===== src/rtl/dacreg_pkg.sv =====
package dacreg_pkg;
  // status byte bit positions (host firmware decodes these)
  localparam int STAT_CAL_LO_BIT  = 0;
  localparam int STAT_CAL_HI_BIT  = 1;
  localparam int STAT_UNLVL_BIT   = 2;
  localparam int STAT_RETRACE_BIT = 3;

  // channel indices inside the code path
  localparam int CH_SCALE  = 0;
  localparam int CH_OFFSET = 1;
  localparam int N_CH      = 2;

  typedef enum logic [1:0] {
    SRC_NONE,
    SRC_CAL_LO,
    SRC_CAL_HI,
    SRC_STATUS
  } rd_src_e;
endpackage


===== src/rtl/dacreg_shadow.sv =====
module dacreg_shadow
  import dacreg_pkg::*;
#(
  parameter int DATA_W = 8
) (
  input  logic                          clk,
  input  logic                          rst_n,
  input  logic [DATA_W-1:0]             wdata,
  input  logic [N_CH-1:0]               lo_wr_n,
  input  logic                          ctrl_wr_n,
  output logic [N_CH-1:0][DATA_W-1:0]   shadow_q,
  output logic [DATA_W-1:0]             ctrl_q
);
  // one low-byte shadow per channel
  for (genvar ch = 0; ch < N_CH; ch++) begin : g_lo
    always_ff @(posedge clk or negedge rst_n) begin
      if (!rst_n)              shadow_q[ch] <= '0;
      else if (!lo_wr_n[ch])   shadow_q[ch] <= wdata;
    end
  end

  // control byte resets to all ones: every active-low line idle
  always_ff @(posedge clk or negedge rst_n) begin
    if (!rst_n)          ctrl_q <= '1;
    else if (!ctrl_wr_n) ctrl_q <= wdata;
  end
endmodule


===== src/rtl/dacreg_commit.sv =====
module dacreg_commit
  import dacreg_pkg::*;
#(
  parameter int DATA_W = 8,
  parameter int CODE_W = 12
) (
  input  logic                          clk,
  input  logic                          rst_n,
  input  logic [DATA_W-1:0]             wdata,
  input  logic [N_CH-1:0]               lo_wr_n,
  input  logic                          nib_wr_n,
  input  logic [N_CH-1:0][DATA_W-1:0]   shadow_q,
  output logic [N_CH-1:0][CODE_W-1:0]   code_q
);
  localparam int NIB_W = CODE_W - DATA_W;

  for (genvar ch = 0; ch < N_CH; ch++) begin : g_ch
    logic [DATA_W-1:0] lo_byte;
    logic [NIB_W-1:0]  hi_nib;

    // same-edge low-byte write bypasses the shadow
    always_comb begin
      lo_byte = lo_wr_n[ch] ? shadow_q[ch] : wdata;
      hi_nib  = wdata[ch*NIB_W +: NIB_W];
    end

    always_ff @(posedge clk or negedge rst_n) begin
      if (!rst_n)         code_q[ch] <= '0;
      else if (!nib_wr_n) code_q[ch] <= {hi_nib, lo_byte};
    end
  end
endmodule


===== src/rtl/dacreg_rdmux.sv =====
module dacreg_rdmux
  import dacreg_pkg::*;
#(
  parameter int DATA_W = 8,
  parameter int CAL_W  = 9
) (
  input  logic [CAL_W-1:0]  cal_lo_sw,
  input  logic [CAL_W-1:0]  cal_hi_sw,
  input  logic              unlvl_n,
  input  logic              retrace_n,
  input  logic [2:0]        rd_n,
  output logic [DATA_W-1:0] rdata
);
  rd_src_e           src;
  logic [DATA_W-1:0] stat_byte;
  logic [2:0]        rd_act;

  always_comb begin
    stat_byte                   = '0;
    stat_byte[STAT_CAL_LO_BIT]  = cal_lo_sw[CAL_W-1];
    stat_byte[STAT_CAL_HI_BIT]  = cal_hi_sw[CAL_W-1];
    stat_byte[STAT_UNLVL_BIT]   = unlvl_n;
    stat_byte[STAT_RETRACE_BIT] = retrace_n;
  end

  // decode: only a single active enable selects a source
  always_comb begin
    rd_act = ~rd_n;
    unique case (rd_act)
      3'b001:  src = SRC_CAL_LO;
      3'b010:  src = SRC_CAL_HI;
      3'b100:  src = SRC_STATUS;
      default: src = SRC_NONE;
    endcase
  end

  always_comb begin
    unique case (src)
      SRC_CAL_LO: rdata = cal_lo_sw[DATA_W-1:0];
      SRC_CAL_HI: rdata = cal_hi_sw[DATA_W-1:0];
      SRC_STATUS: rdata = stat_byte;
      default:    rdata = '0;
    endcase
  end
endmodule


===== src/rtl/dacreg_top.sv =====
module dacreg_top
  import dacreg_pkg::*;
#(
  parameter int DATA_W = 8,
  parameter int CODE_W = 12,
  parameter int CAL_W  = 9
) (
  input  logic              clk,
  input  logic              rst_n,
  input  logic [DATA_W-1:0] wdata,
  input  logic              scale_lo_wr_n,
  input  logic              offset_lo_wr_n,
  input  logic              nib_wr_n,
  input  logic              ctrl_wr_n,
  input  logic [CAL_W-1:0]  cal_lo_sw,
  input  logic [CAL_W-1:0]  cal_hi_sw,
  input  logic              unlvl_n,
  input  logic              retrace_n,
  input  logic              cal_lo_rd_n,
  input  logic              cal_hi_rd_n,
  input  logic              stat_rd_n,
  output logic [DATA_W-1:0] rdata,
  output logic [CODE_W-1:0] scale_code,
  output logic [CODE_W-1:0] offset_code,
  output logic [DATA_W-1:0] ctrl_lines
);
  logic [N_CH-1:0]               lo_wr_n;
  logic [N_CH-1:0][DATA_W-1:0]   shadow_q;
  logic [N_CH-1:0][CODE_W-1:0]   code_q;

  always_comb begin
    lo_wr_n[CH_SCALE]  = scale_lo_wr_n;
    lo_wr_n[CH_OFFSET] = offset_lo_wr_n;
  end

  dacreg_shadow #(.DATA_W(DATA_W)) u_shadow (
    .clk       (clk),
    .rst_n     (rst_n),
    .wdata     (wdata),
    .lo_wr_n   (lo_wr_n),
    .ctrl_wr_n (ctrl_wr_n),
    .shadow_q  (shadow_q),
    .ctrl_q    (ctrl_lines)
  );

  dacreg_commit #(.DATA_W(DATA_W), .CODE_W(CODE_W)) u_commit (
    .clk      (clk),
    .rst_n    (rst_n),
    .wdata    (wdata),
    .lo_wr_n  (lo_wr_n),
    .nib_wr_n (nib_wr_n),
    .shadow_q (shadow_q),
    .code_q   (code_q)
  );

  dacreg_rdmux #(.DATA_W(DATA_W), .CAL_W(CAL_W)) u_rdmux (
    .cal_lo_sw (cal_lo_sw),
    .cal_hi_sw (cal_hi_sw),
    .unlvl_n   (unlvl_n),
    .retrace_n (retrace_n),
    .rd_n      ({stat_rd_n, cal_hi_rd_n, cal_lo_rd_n}),
    .rdata     (rdata)
  );

  always_comb begin
    scale_code  = code_q[CH_SCALE];
    offset_code = code_q[CH_OFFSET];
  end
endmodule


===== config.mk =====
export PLATFORM = sky130hd
export DESIGN_NAME = dacreg_top
export DESIGN_NICKNAME = d
export VERILOG_FILES = /design/src/rtl/dacreg_pkg.sv /design/src/rtl/dacreg_shadow.sv /design/src/rtl/dacreg_commit.sv /design/src/rtl/dacreg_rdmux.sv /design/src/rtl/dacreg_top.sv
export SDC_FILE = /design/constraint.sdc
export NUM_CORES = 1
export LEC_CHECK = 0
export ABC_AREA = 1
export ABC_CLOCK_PERIOD_IN_PS = 990
export BUFFER_PORTS_ARGS = -buffer_cell sky130_fd_sc_hd__buf_2
export CAP_MARGIN = 30
export CELL_PAD_IN_SITES_DETAIL_PLACEMENT = 0
export CELL_PAD_IN_SITES_GLOBAL_PLACEMENT = 2
export CORE_AREA = 2 2 88 90
export DETAILED_ROUTE_END_ITERATION = 12
export DIE_AREA = 0 0 90 92
export PLACE_DENSITY = 0.79
export SYNTH_ARGS = -nofsm -noshare
export SYNTH_HDL_FRONTEND = slang
export SYNTH_SLANG_ARGS = --single-unit

===== constraint.sdc =====
create_clock -name clk -period 0.99 [get_ports clk]
set_input_delay 0.0495 -clock clk [delete_from_list [all_inputs] [get_ports clk]]
set_output_delay 0.0495 -clock clk [all_outputs]
set_load 0.1 [all_outputs]

==> results.ini <==
[run_status]
status=complete, but fails checks
failed_checks=setup timing

[worst_setup_path]
r2r.worst_path.cells=2
worst_path_largest_cell_delay_ns=0.64
cp_cell_sequence=buf_12
critPathRequiredTime_ns=0.94
critical_path.reg2reg.endpoint=u_shadow.ctrl_q[5]
worst-setup-path-type=reg -> out
timing.critical_path.slowest_stage_cell=sky130_fd_sc_hd__dfstp_4
crit_path_start_kind=flop
setup.worst_path.end_class=output port
arrival_ns=1.11
regToRegStartpoint=u_shadow.ctrl_q[5]
crit_buf_inv=1
path_delay_family=flip-flops
setup.reg_to_reg.worst_slack_ns=0.14
critical_path_peak_fanout=2

[timing]
worst_slew_margin_rel=0.830
worst_clock_skew_ns=0.00607
grt_setup_unrepaired=yes
timing_worst_slew_pin_value_ns=0.253
fin_crit_sh=1.17
final.setup.tns_ns=-1.29
finalSetupViolations=8
layout_setup_ws_ns=-0.166
max_freq_mhz=865
slew_violations=0
final_hold_viol_count=0
timing.final.crit_period_ns=1.16

[power]
pwr-share-clk=0.232
switching_share=0.383
pwr_density_cell_nw_per_um2=1810
switchingPower_w=0.00230
ir_drop_worst_vdd_mv=0.625
cellLeakagePower_nw=1.54
combPwrFrac=0.373
share_seq_of_total_power=0.394
p_int_w=0.00371
total_power_w=0.00600

[die]
placeableCoreArea_um2=7450
die-area_um2=8280
dieHeight_um=92
initial_utilization=0.260
floorplan.io_pins=77
die_x_um=90
row_count=32

[global_route]
grt-ovfl-total=0
grt_antenna_before_repair=0
grt_pass1_wl_um=8220
global_route.usage.total=0.125
maximum_number_of_pins_on_one_net_before_global_route_repair=49
first_global_vias=1635

[finish]
final_net_count=328
number_of_filler_instances_in_the_final_layout=770
antenna-diode-count=0
synth_to_final_area_change_pct=71.1
layout.cells.most_common_list=sky130_fd_sc_hd__nand2_1, sky130_fd_sc_hd__buf_12, sky130_fd_sc_hd__buf_2
seq_area_um2=1270
fraction_of_final_layout_cells_sized_beyond_drive_strength_1=0.449
multi_input_comb_area_um2=683
leading_cell_type_in_the_layout_fill_and_taps_excluded=sky130_fd_sc_hd__nand2_1

[route]
first_iter_violations=74
detail_route.drc_violations=0
drt_first_pass_iters=4
num_vias=1677
routed_wirelength_um=4920
final_antenna_net_count=0
route.detailed.vias_per_inst=4.26
post_drt_wl_per_cell_um=12.5

[synthesis]
synthesis.area_per_instance_um2=9.16
yosysUniqueCellTypes=12
synth_area_um2=1930
synth_nets=248
register_bit_total_from_synthesis=48
synth-seq-area-share=0.627
synth_top_cell_area_share=0.518
post-synth-top-area-cell=sky130_fd_sc_hd__dfrtp_1
synth_warnings=0
synth_area_leaders=sky130_fd_sc_hd__dfrtp_1, sky130_fd_sc_hd__nand2_1, sky130_fd_sc_hd__dfstp_2
synthCells=211

[clock_tree]
tritoncts_num_sinks=48
cts_inserted_buffers=5
post_cts_repair_setup_buffers=0
cts_max_path_buffers=2
cts_root_buffer=sky130_fd_sc_hd__clkbuf_8
cts_max_level=2
clk-insertion-delay-late_ns=0.30
clock_tree_from_tritoncts=built
cts.clk_slew.worst_paths_ns=0.08

[hold_path]
worstHoldEndpoint=u_shadow.ctrl_q[2]
worst_hold_path.num_cells=3
hold_path.class=in -> reg
hp_start=wdata[2]

[placement]
post-dp-hpwl_um=3630
buffers_on_ports=76
gp_congestion=0.671

[job]
drv_cap=0

## kinds of logic after synthesis
group	Yosys count	share of synthesized area
AND/OR/NAND/NOR	101	0.220
buffers and inverters	26	0.0602
AO/OA/AOI/OAI	36	0.0932
flip-flops	48	0.627
## worst register-to-register path: cells and delay by family (launching register included)
kind,cells,cell delay [ns]
AND/OR/NAND/NOR,1,0.05
AO/OA/AOI/OAI,1,0.09
flip-flops,1,0.64
## per-layer routing
layer  part of all wire  routed length (um)  track usage
met1               0.46                2250        0.162
met2               0.45                2220        0.195
met4             0.0063                  31       0.0462
met5                  0                   0            0
met3              0.085                 419       0.0411
## worst max-delay path by stage
stage | to | cells past startpoint | startpoint
2_1_floorplan | u_shadow.ctrl_q[0] | 2 | u_shadow.ctrl_q[0]
5_1_grt | ctrl_lines[1] | 1 | u_shadow.ctrl_q[1]
3_3_place_gp | rdata[7] | 5 | cal_lo_rd_n
6_report | ctrl_lines[1] | 1 | u_shadow.ctrl_q[1]
4_1_cts | ctrl_lines[1] | 1 | u_shadow.ctrl_q[1]
3_5_place_dp | rdata[4] | 5 | cal_lo_rd_n
## sequential cells by signal, summed over array words and instances, names as in the netlist
| register | count |
|---|---|
| u_commit.code_q | 24 |
| u_shadow.shadow_q | 16 |
| u_shadow.ctrl_q | 8 |
## cell usage after synthesis
library cell / count
sky130_fd_sc_hd__inv_1: 16
sky130_fd_sc_hd__nand2_1: 80
sky130_fd_sc_hd__o21ai_1: 3
sky130_fd_sc_hd__dfstp_2: 8
sky130_fd_sc_hd__buf_6: 1
sky130_fd_sc_hd__buf_2: 6
sky130_fd_sc_hd__clkbuf_1: 2
sky130_fd_sc_hd__buf_4: 1
sky130_fd_sc_hd__nand3_1: 5
sky130_fd_sc_hd__nand4_1: 16
sky130_fd_sc_hd__dfrtp_1: 40
sky130_fd_sc_hd__o21ai_0: 33
## repair_timing
action	4_1_cts	5_1_grt
pin swaps	0	0
resized for setup	0	2
endpoints found under the setup margin	8	19
hold buffers	2	0
endpoints found under the hold margin	50	0
## power by group through the flow
stage | logic (W) | clock network, W | registers, W
floorplan | 0.000415 | 0 | 0.00330
global route | 0.00234 | 0.00153 | 0.00239
finish | 0.00224 | 0.00139 | 0.00237
global placement | 0.00224 | 0 | 0.00240
CTS | 0.00226 | 0.00145 | 0.00237
detailed placement | 0.00225 | 0 | 0.00241
## stage by stage
| step | instances | hold slack (ns) | utilization | worst slack [ns] | instance area (um2) |
|---|---|---|---|---|---|
| global route | 394 | 0.100 | 0.444 | -0.200 | 3310 |
| detailed placement | 384 | 0.0595 | 0.426 | 0.0473 | 3170 |
| global placement | 384 | 0.0584 | 0.426 | 0.0741 | 3170 |
| finish | 394 | 0.0682 | 0.444 | -0.166 | 3310 |
| CTS | 394 | 0.0719 | 0.444 | -0.183 | 3300 |
| floorplan | 211 | -0.246 | - | 0.00467 | 2070 |
## cell type report
class,count,share of cell area
clock inverter,3,0.0129
tap,102,0.0386
sequential,48,0.384
multi-input combinational,137,0.207
clock buffer,5,0.0208
inverter,16,0.0182
timing repair buffer,83,0.319
(Power assumes the default switching activity.)
